==> src/rtl/packed_halving_alu.sv <==
module packed_halving_alu #(
  parameter int W = 32
) (
  input  logic [4:0]   op_i,
  input  logic [W-1:0] a_i,
  input  logic [W-1:0] b_i,
  output logic [W-1:0] res_o,
  output logic         ovf_set_o,
  output logic [3:0]   cond_o,
  output logic         cond_we_o
);
  localparam int HW = W / 2;
  localparam int BW = W / 4;

  logic is_ext, sub, mode;
  assign is_ext = op_i[4];
  assign sub    = op_i[1];
  assign mode   = op_i[0];

  logic [W-1:0] u_res, hh_res, bh_res, abs_res;
  logic [1:0]   u_ovf;
  logic [3:0]   abs_ovf, c_eq, c_lt;

  for (genvar h = 0; h < 2; h++) begin : g_half
    logic [HW-1:0] av, bv;
    logic [HW:0]   usum, udif;
    logic [HW+1:0] sx;
    logic          lane_ovf;
    assign av   = a_i[h*HW +: HW];
    assign bv   = b_i[h*HW +: HW];
    assign usum = {1'b0, av} + {1'b0, bv};
    assign udif = {1'b0, av} - {1'b0, bv};
    assign lane_ovf = sub ? udif[HW] : usum[HW];
    assign u_ovf[h] = lane_ovf;
    assign u_res[h*HW +: HW] = (mode && lane_ovf) ? (sub ? '0 : '1)
                                                   : (sub ? udif[HW-1:0] : usum[HW-1:0]);
    assign sx = (sub ? ({{2{av[HW-1]}}, av} - {{2{bv[HW-1]}}, bv})
                     : ({{2{av[HW-1]}}, av} + {{2{bv[HW-1]}}, bv}))
              + {{(HW+1){1'b0}}, mode};
    assign hh_res[h*HW +: HW] = sx[HW:1];
  end

  for (genvar k = 0; k < 4; k++) begin : g_byte
    logic [BW-1:0] av, bv;
    logic [BW+1:0] bx;
    assign av = a_i[k*BW +: BW];
    assign bv = b_i[k*BW +: BW];
    assign bx = (sub ? ({2'b00, av} - {2'b00, bv}) : ({2'b00, av} + {2'b00, bv}))
              + {{(BW+1){1'b0}}, mode};
    assign bh_res[k*BW +: BW] = bx[BW:1];
    assign abs_ovf[k] = (av == {1'b1, {(BW-1){1'b0}}});
    assign abs_res[k*BW +: BW] = abs_ovf[k] ? {1'b0, {(BW-1){1'b1}}}
                                 : (av[BW-1] ? (~av + 1'b1) : av);
    assign c_eq[k] = (av == bv);
    assign c_lt[k] = (av < bv);
  end

  logic [W+1:0] wx;
  assign wx = (sub ? ({{2{a_i[W-1]}}, a_i} - {{2{b_i[W-1]}}, b_i})
                   : ({{2{a_i[W-1]}}, a_i} + {{2{b_i[W-1]}}, b_i}))
            + {{(W+1){1'b0}}, mode};

  logic [3:0] cmp_bits;
  always_comb begin
    res_o     = '0;
    ovf_set_o = 1'b0;
    cmp_bits  = '0;
    cond_we_o = 1'b0;
    if (!is_ext) begin
      case (op_i[3:2])
        2'd0: begin res_o = u_res; ovf_set_o = |u_ovf; end
        2'd1: res_o = bh_res;
        2'd2: res_o = hh_res;
        default: res_o = wx[W:1];
      endcase
    end else if (op_i[3:2] == 2'd0) begin
      case (op_i[1:0])
        2'd0: begin res_o = abs_res; ovf_set_o = |abs_ovf; end
        2'd1: begin cmp_bits = c_eq;        cond_we_o = 1'b1; end
        2'd2: begin cmp_bits = c_lt;        cond_we_o = 1'b1; end
        default: begin cmp_bits = c_lt | c_eq; cond_we_o = 1'b1; end
      endcase
      if (op_i[1:0] != 2'd0) res_o = {{(W-4){1'b0}}, cmp_bits};
    end
  end
  assign cond_o = cmp_bits;

  always_comb begin
    if (cond_we_o) begin
      a_r8_cond_mirrors: assert (res_o[W-1:4] == '0 && res_o[3:0] == cond_o)
        else $error("compare result and condition disagree");
    end
    a_r9_we_only_cmp: assert (!cond_we_o || (op_i >= 5'd17 && op_i <= 5'd19))
      else $error("condition write on non-compare code");
    a_r3_flag_source: assert (!ovf_set_o || op_i <= 5'd3 || op_i == 5'd16)
      else $error("overflow pulse from non-overflowing code");
    if (op_i == 5'd16) begin
      for (int k = 0; k < 4; k++) begin
        a_r7_abs_nonneg: assert (res_o[k*BW+BW-1] == 1'b0)
          else $error("absolute value lane negative");
      end
    end
    if (op_i == 5'd1) begin
      for (int h = 0; h < 2; h++) begin
        a_r1_sat_ceiling: assert (res_o[h*HW +: HW] >= a_i[h*HW +: HW])
          else $error("clamped add lane below operand");
      end
    end
    if (op_i == 5'd3) begin
      for (int h = 0; h < 2; h++) begin
        a_r2_sat_floor: assert (res_o[h*HW +: HW] <= a_i[h*HW +: HW])
          else $error("clamped subtract lane above operand");
      end
    end
    if (op_i >= 5'd20) begin
      a_r10_unused_quiet: assert (res_o == '0 && !ovf_set_o && !cond_we_o)
        else $error("unused code produced output");
    end
  end
endmodule

==> config.mk <==
export PLATFORM = sky130hd
export DESIGN_NAME = packed_halving_alu
export DESIGN_NICKNAME = d
export VERILOG_FILES = /design/src/rtl/packed_halving_alu.sv
export SDC_FILE = /design/constraint.sdc
export NUM_CORES = 1
export LEC_CHECK = 0
export ABC_CLOCK_PERIOD_IN_PS = 8100
export BUFFER_PORTS_ARGS = -buffer_cell sky130_fd_sc_hd__buf_4
export CAP_MARGIN = 10
export CORE_MARGIN = 2
export CORE_UTILIZATION = 60
export DETAILED_ROUTE_END_ITERATION = 7
export GPL_TIMING_DRIVEN = 0
export PLACE_DENSITY = 0.81
export SYNTH_ARGS = -nofsm -noshare
export SYNTH_HDL_FRONTEND = slang
export SYNTH_SLANG_ARGS = --single-unit
==> constraint.sdc <==
create_clock -name vclk -period 8.1
set_input_delay 0.81 -clock vclk [all_inputs]
set_output_delay 0.81 -clock vclk [all_outputs]
set_load 0.01 [all_outputs]
* Word level (Yosys, flattened, before mapping) *
Cells that the tools add are included.

word-level totals
  output and inout bits = 38
  word-level logic and storage cells = 94
  register bits = 0

operators by class
  muxes and demuxes = 37
  equal/unequal tests = 12
  reductions and logical operators = 7
  bitwise operators = 5
  $lt $le $gt $ge = 4
  add/subtract/negate cells = 29

operator list
  kind                                                           count
  32-bit 2-to-1 mux                                              4
  32-bit case mux with 3 select lines                            1
  16-bit 2-to-1 mux                                              5
  16-bit by 16-bit adder with 17-bit output                      4
  16-bit by 16-bit subtractor with 17-bit output                 4
  8-bit 2-to-1 mux                                               8
  8-bit by 8-bit adder with 9-bit output                         4
  9-bit by 1-bit adder with 9-bit output                         4
  9-bit 2-to-1 mux                                               4
  8-bit by 8-bit subtractor with 9-bit output                    4
  17-bit by 1-bit adder with 17-bit output                       2
  17-bit 2-to-1 mux                                              2
  32-bit by 32-bit adder with 33-bit output                      1
  33-bit by 1-bit adder with 33-bit output                       1
  33-bit 2-to-1 mux                                              1
  32-bit by 32-bit subtractor with 33-bit output                 1
  8-bit by 1-bit adder with 8-bit output, second input constant  4
  8-bit equality test                                            4
  8-bit equality test, second input constant                     4
  8-bit less-than comparator                                     4
  8-bit inverter                                                 4
  4-bit case mux with 3 select lines                             1
  1-bit 2-to-1 mux                                               9
  4-bit 2-to-1 mux                                               2
  other kinds (8)                                                12

* Depth between registers and ports, before layout *
  word-level depth = 8
  depth in mapped cells = 23
  gate-level depth less buffers = 20

* Least setup slack after synthesis *
Ideal clock, no wire load.

  path kind = input to output
  from = input port op_i[1]
  to = output port res_o[31]
  path slack = 0.992 ns
  stages = 22
  buffers on the path = 8
  data required time = 7.290 ns
  data arrival time = 6.298 ns
  cells stage by stage = clkbuf_1 > clkbuf_1 > clkbuf_1 > buf_1 > clkbuf_1 > buf_1 > buf_1 > nor2_1 > xnor2_1 > ha_1 > a2111oi_0 > a21oi_2 > o21a_1 > a21oi_1 > xor2_1 > nor4b_4 > nand4_2 > or4_1 > buf_2 > nor4b_1 > xnor2_1 > o21ai_1

on the way
  word-level cells in the longest chain between the ends = 5

RTL lines
  element                                                                           line  source
  from (decl)                                                                       4     input logic [4:0] op_i,
  branches (longest 4 deep; another with 33-bit by 1-bit adder with 33-bit output)  -
  32-bit 2-to-1 mux (*)                                                             69    if (!is_ext) begin
  to (decl)                                                                         7     output logic [W-1:0] res_o,

Mark *: on every way between the ends.

* Final worst setup path *
  from = input port op_i[1]
  to = output port res_o[26]

The elaborated chain is that of the path after synthesis.

==> impl_metrics.ini <==
[job]
maxCapViolCount = 0

[cells_and_area]
nNetsFinal = 1896
ff_latch_area_um2 = 0
diodes = 0
seq_cells = 0
drive_above_1_share_pct = 9.52
nFillCells = 1593
stdcell_count = 1916
areaGrowthSynthToFinish_pct = 10.5
clkbuf_count = 0
final_util_pct = 67.7

[placement]
gp_congestion = 1.02
dp_hpwl_mm = 35.2
placedCellCount = 1919
port_buffers = 106
pre_cts_slack_ps = -2010

[detailed_routing]
antenna_left = 0
drc = 0
avgRoutedWirePerCell_um = 22.7
drt_pre_antenna_iters = 7
drt_iter0_drc = 1826
vias = 13200
vias_per_cell = 6.86
wl_mm = 43.4

[logic_synthesis]
synth_cell_types = 90
syn_nets = 1789
syn_area_per_cell_um2 = 6.66
syn_area_um2 = 10600
synthCells = 1586
ys_warn_count = 0
ys_seq_area_share_pct = 0

[timing]
max_freq_mhz = 126
worst_slack_ps = 139
setup_violations = 0
drv_slew = 0
post-route-min-period_ps = 7960
whs_ps = 2040
hold_violations = 0
fin_crit_sh_pct = 98.3
rsz0062_at_grt = no
slew_headroom_pct = 31.6
worst_pin_slew_ps = 1030

[power]
power_leakage_nw = 4.83
power.total_w = 0.00129
max-vdd-ir-drop_uv = 84.4
power_density_nw_per_um2 = 111

[global_routing]
grt_pass1_vias = 11800
grt_max_degree = 38
antenna_found_initial = 0
grt_pass1_wl_mm = 65.2
grt.overflow.total = 0
grt_use_total_pct = 44.8

[worst_setup_path]
setup.worst_path.class = in2out
startpoint_type = primary input
required_ps = 7290
crit_chain = buf_4 > clkbuf_1 > buf_6 > clkdlybuf4s18_2 > clkbuf_4 > nor2_1 > xnor2_1 > ha_1 > a2111oi_0 > a21oi_2 > o21a_1 > a21oi_1 > o31ai_4 > a31oi_1 > nand2_1 > or4_1 > nor2_1 > xnor2_1 > o221ai_1 > buf_4
worstPathArrival_ps = 7150
crit_path_max_fanout = 37
slowest_stage = or4_1
crit_path_end_kind = primary output
cpPeakStageDelay_ps = 720

[outcome]
status = finished, final reports clean

[floorplanning]
initial_core_util_pct = 61.2
die_x_um = 137
die-area_um2 = 18700
die_height_um = 137
rows = 48
ios = 107
core-area_um2 = 17200

[clock_network]
cts_hold_buffers = 0
post-cts-setup-buffers = 0

[worst_hold_path]
hold_class = in2out
-- cells in the mapped netlist (24+ instances only) --
library cell / number / area [um^2]
xnor2_1: 165 / 1450
nand4_1: 24 / 150
a21oi_1: 131 / 656
nand2_1: 142 / 533
nand3_1: 39 / 195
a21o_1: 35 / 263
clkbuf_1: 59 / 221
nor3_1: 47 / 235
ha_1: 124 / 1550
nor2b_1: 28 / 175
o21ai_0: 120 / 601
inv_1: 88 / 330
xor2_1: 47 / 412
nor2_1: 142 / 533
-- metrics by stage --
| stage | area [um^2] | TNS [ps] |
|---|---|---|
| 3_3_place_gp | 11600 | -39930 |
| 2_1_floorplan | 10600 | 0 |
| 5_1_grt | 11700 | 0 |
| 4_1_cts | 11700 | 0 |
| 3_5_place_dp | 11700 | -39170 |
| 6_report | 11700 | 0 |
-- final cells by class --
| class | count | area (um^2) | area share [%] |
|---|---|---|---|
| inverter | 88 | 330 | 2.83 |
| timing repair buffer | 108 | 815 | 6.98 |
| multi-input combinational | 1425 | 9950 | 85.3 |
| buffer | 70 | 289 | 2.48 |
| tap | 225 | 282 | 2.41 |
-- kinds of logic after synthesis --
family | Yosys count | share of synthesized area [%]
buffers and inverters | 161 | 5.81
and+or+nand+nor | 556 | 26.4
muxes | 10 | 1.02
xor gates and xnor gates | 214 | 18.0
AOI/OAI and AO/OA | 511 | 32.1
adders and majority gates | 134 | 16.6
-- power by group --
group / internal [W] / total [W] / switching [W] / leakage, nW
Sequential: 0 / 0 / 0 / 0
Clock: 0 / 0 / 0 / 0
Combinational: 0.000497 / 0.00129 / 0.000796 / 4.83
-- path summary, 6_finish.rpt --
kind,start,cells past startpoint,end,slack (ps)
max,op_i[1],20,res_o[26],140
min,a_i[16],4,res_o[16],2040
-- worst max-delay path, delay by kind of cell --
family / cells / cell delay, ps
AOI/OAI and AO/OA: 7 / 2270
buffers and inverters: 6 / 2010
and+or+nand+nor: 4 / 1200
xor gates and xnor gates: 2 / 420
adders and majority gates: 1 / 380
-- per-layer routing --
layer,global-route usage (%),share of wire (%),up-vias
met4,15.8,4.9,0
met3,7.70,12,170
met2,69.1,42,930
met1,62.4,41,6048
met5,0,0,-
li1,-,-,6004
-- timing repair --
| item | in CTS | in global routing |
|---|---|---|
| gates cloned | 0 | 0 |
| pin swaps | 0 | 0 |
| endpoints found under the setup margin | 28 | 13 |
| gates resized for setup | 8 | 6 |
-- cells in the final DEF, fill, tap and decap left out, types with 7 or more instances in the layout --
cell type	count
o21a_1	10
nand3b_1	10
a221o_1	7
nand2_1	142
clkbuf_1	56
and3_1	18
o211ai_1	15
nor4_1	8
nor3_1	47
a211oi_1	22
a211o_1	9
or3_1	17
nor2_1	142
inv_1	88
o21ai_0	119
nand2b_1	22
xnor2_1	165
a31oi_1	22
o221ai_1	11
o21bai_1	11
nand4_1	24
a221oi_1	7
nor2b_1	28
o22ai_1	11
and2_1	11
xor2_1	47
fa_1	10
a21o_1	35
a21oi_1	131
or2_2	7
o31ai_1	11
buf_4	108
nand3_1	39
ha_1	124
a311oi_1	8
(Power assumes the default switching activity.)
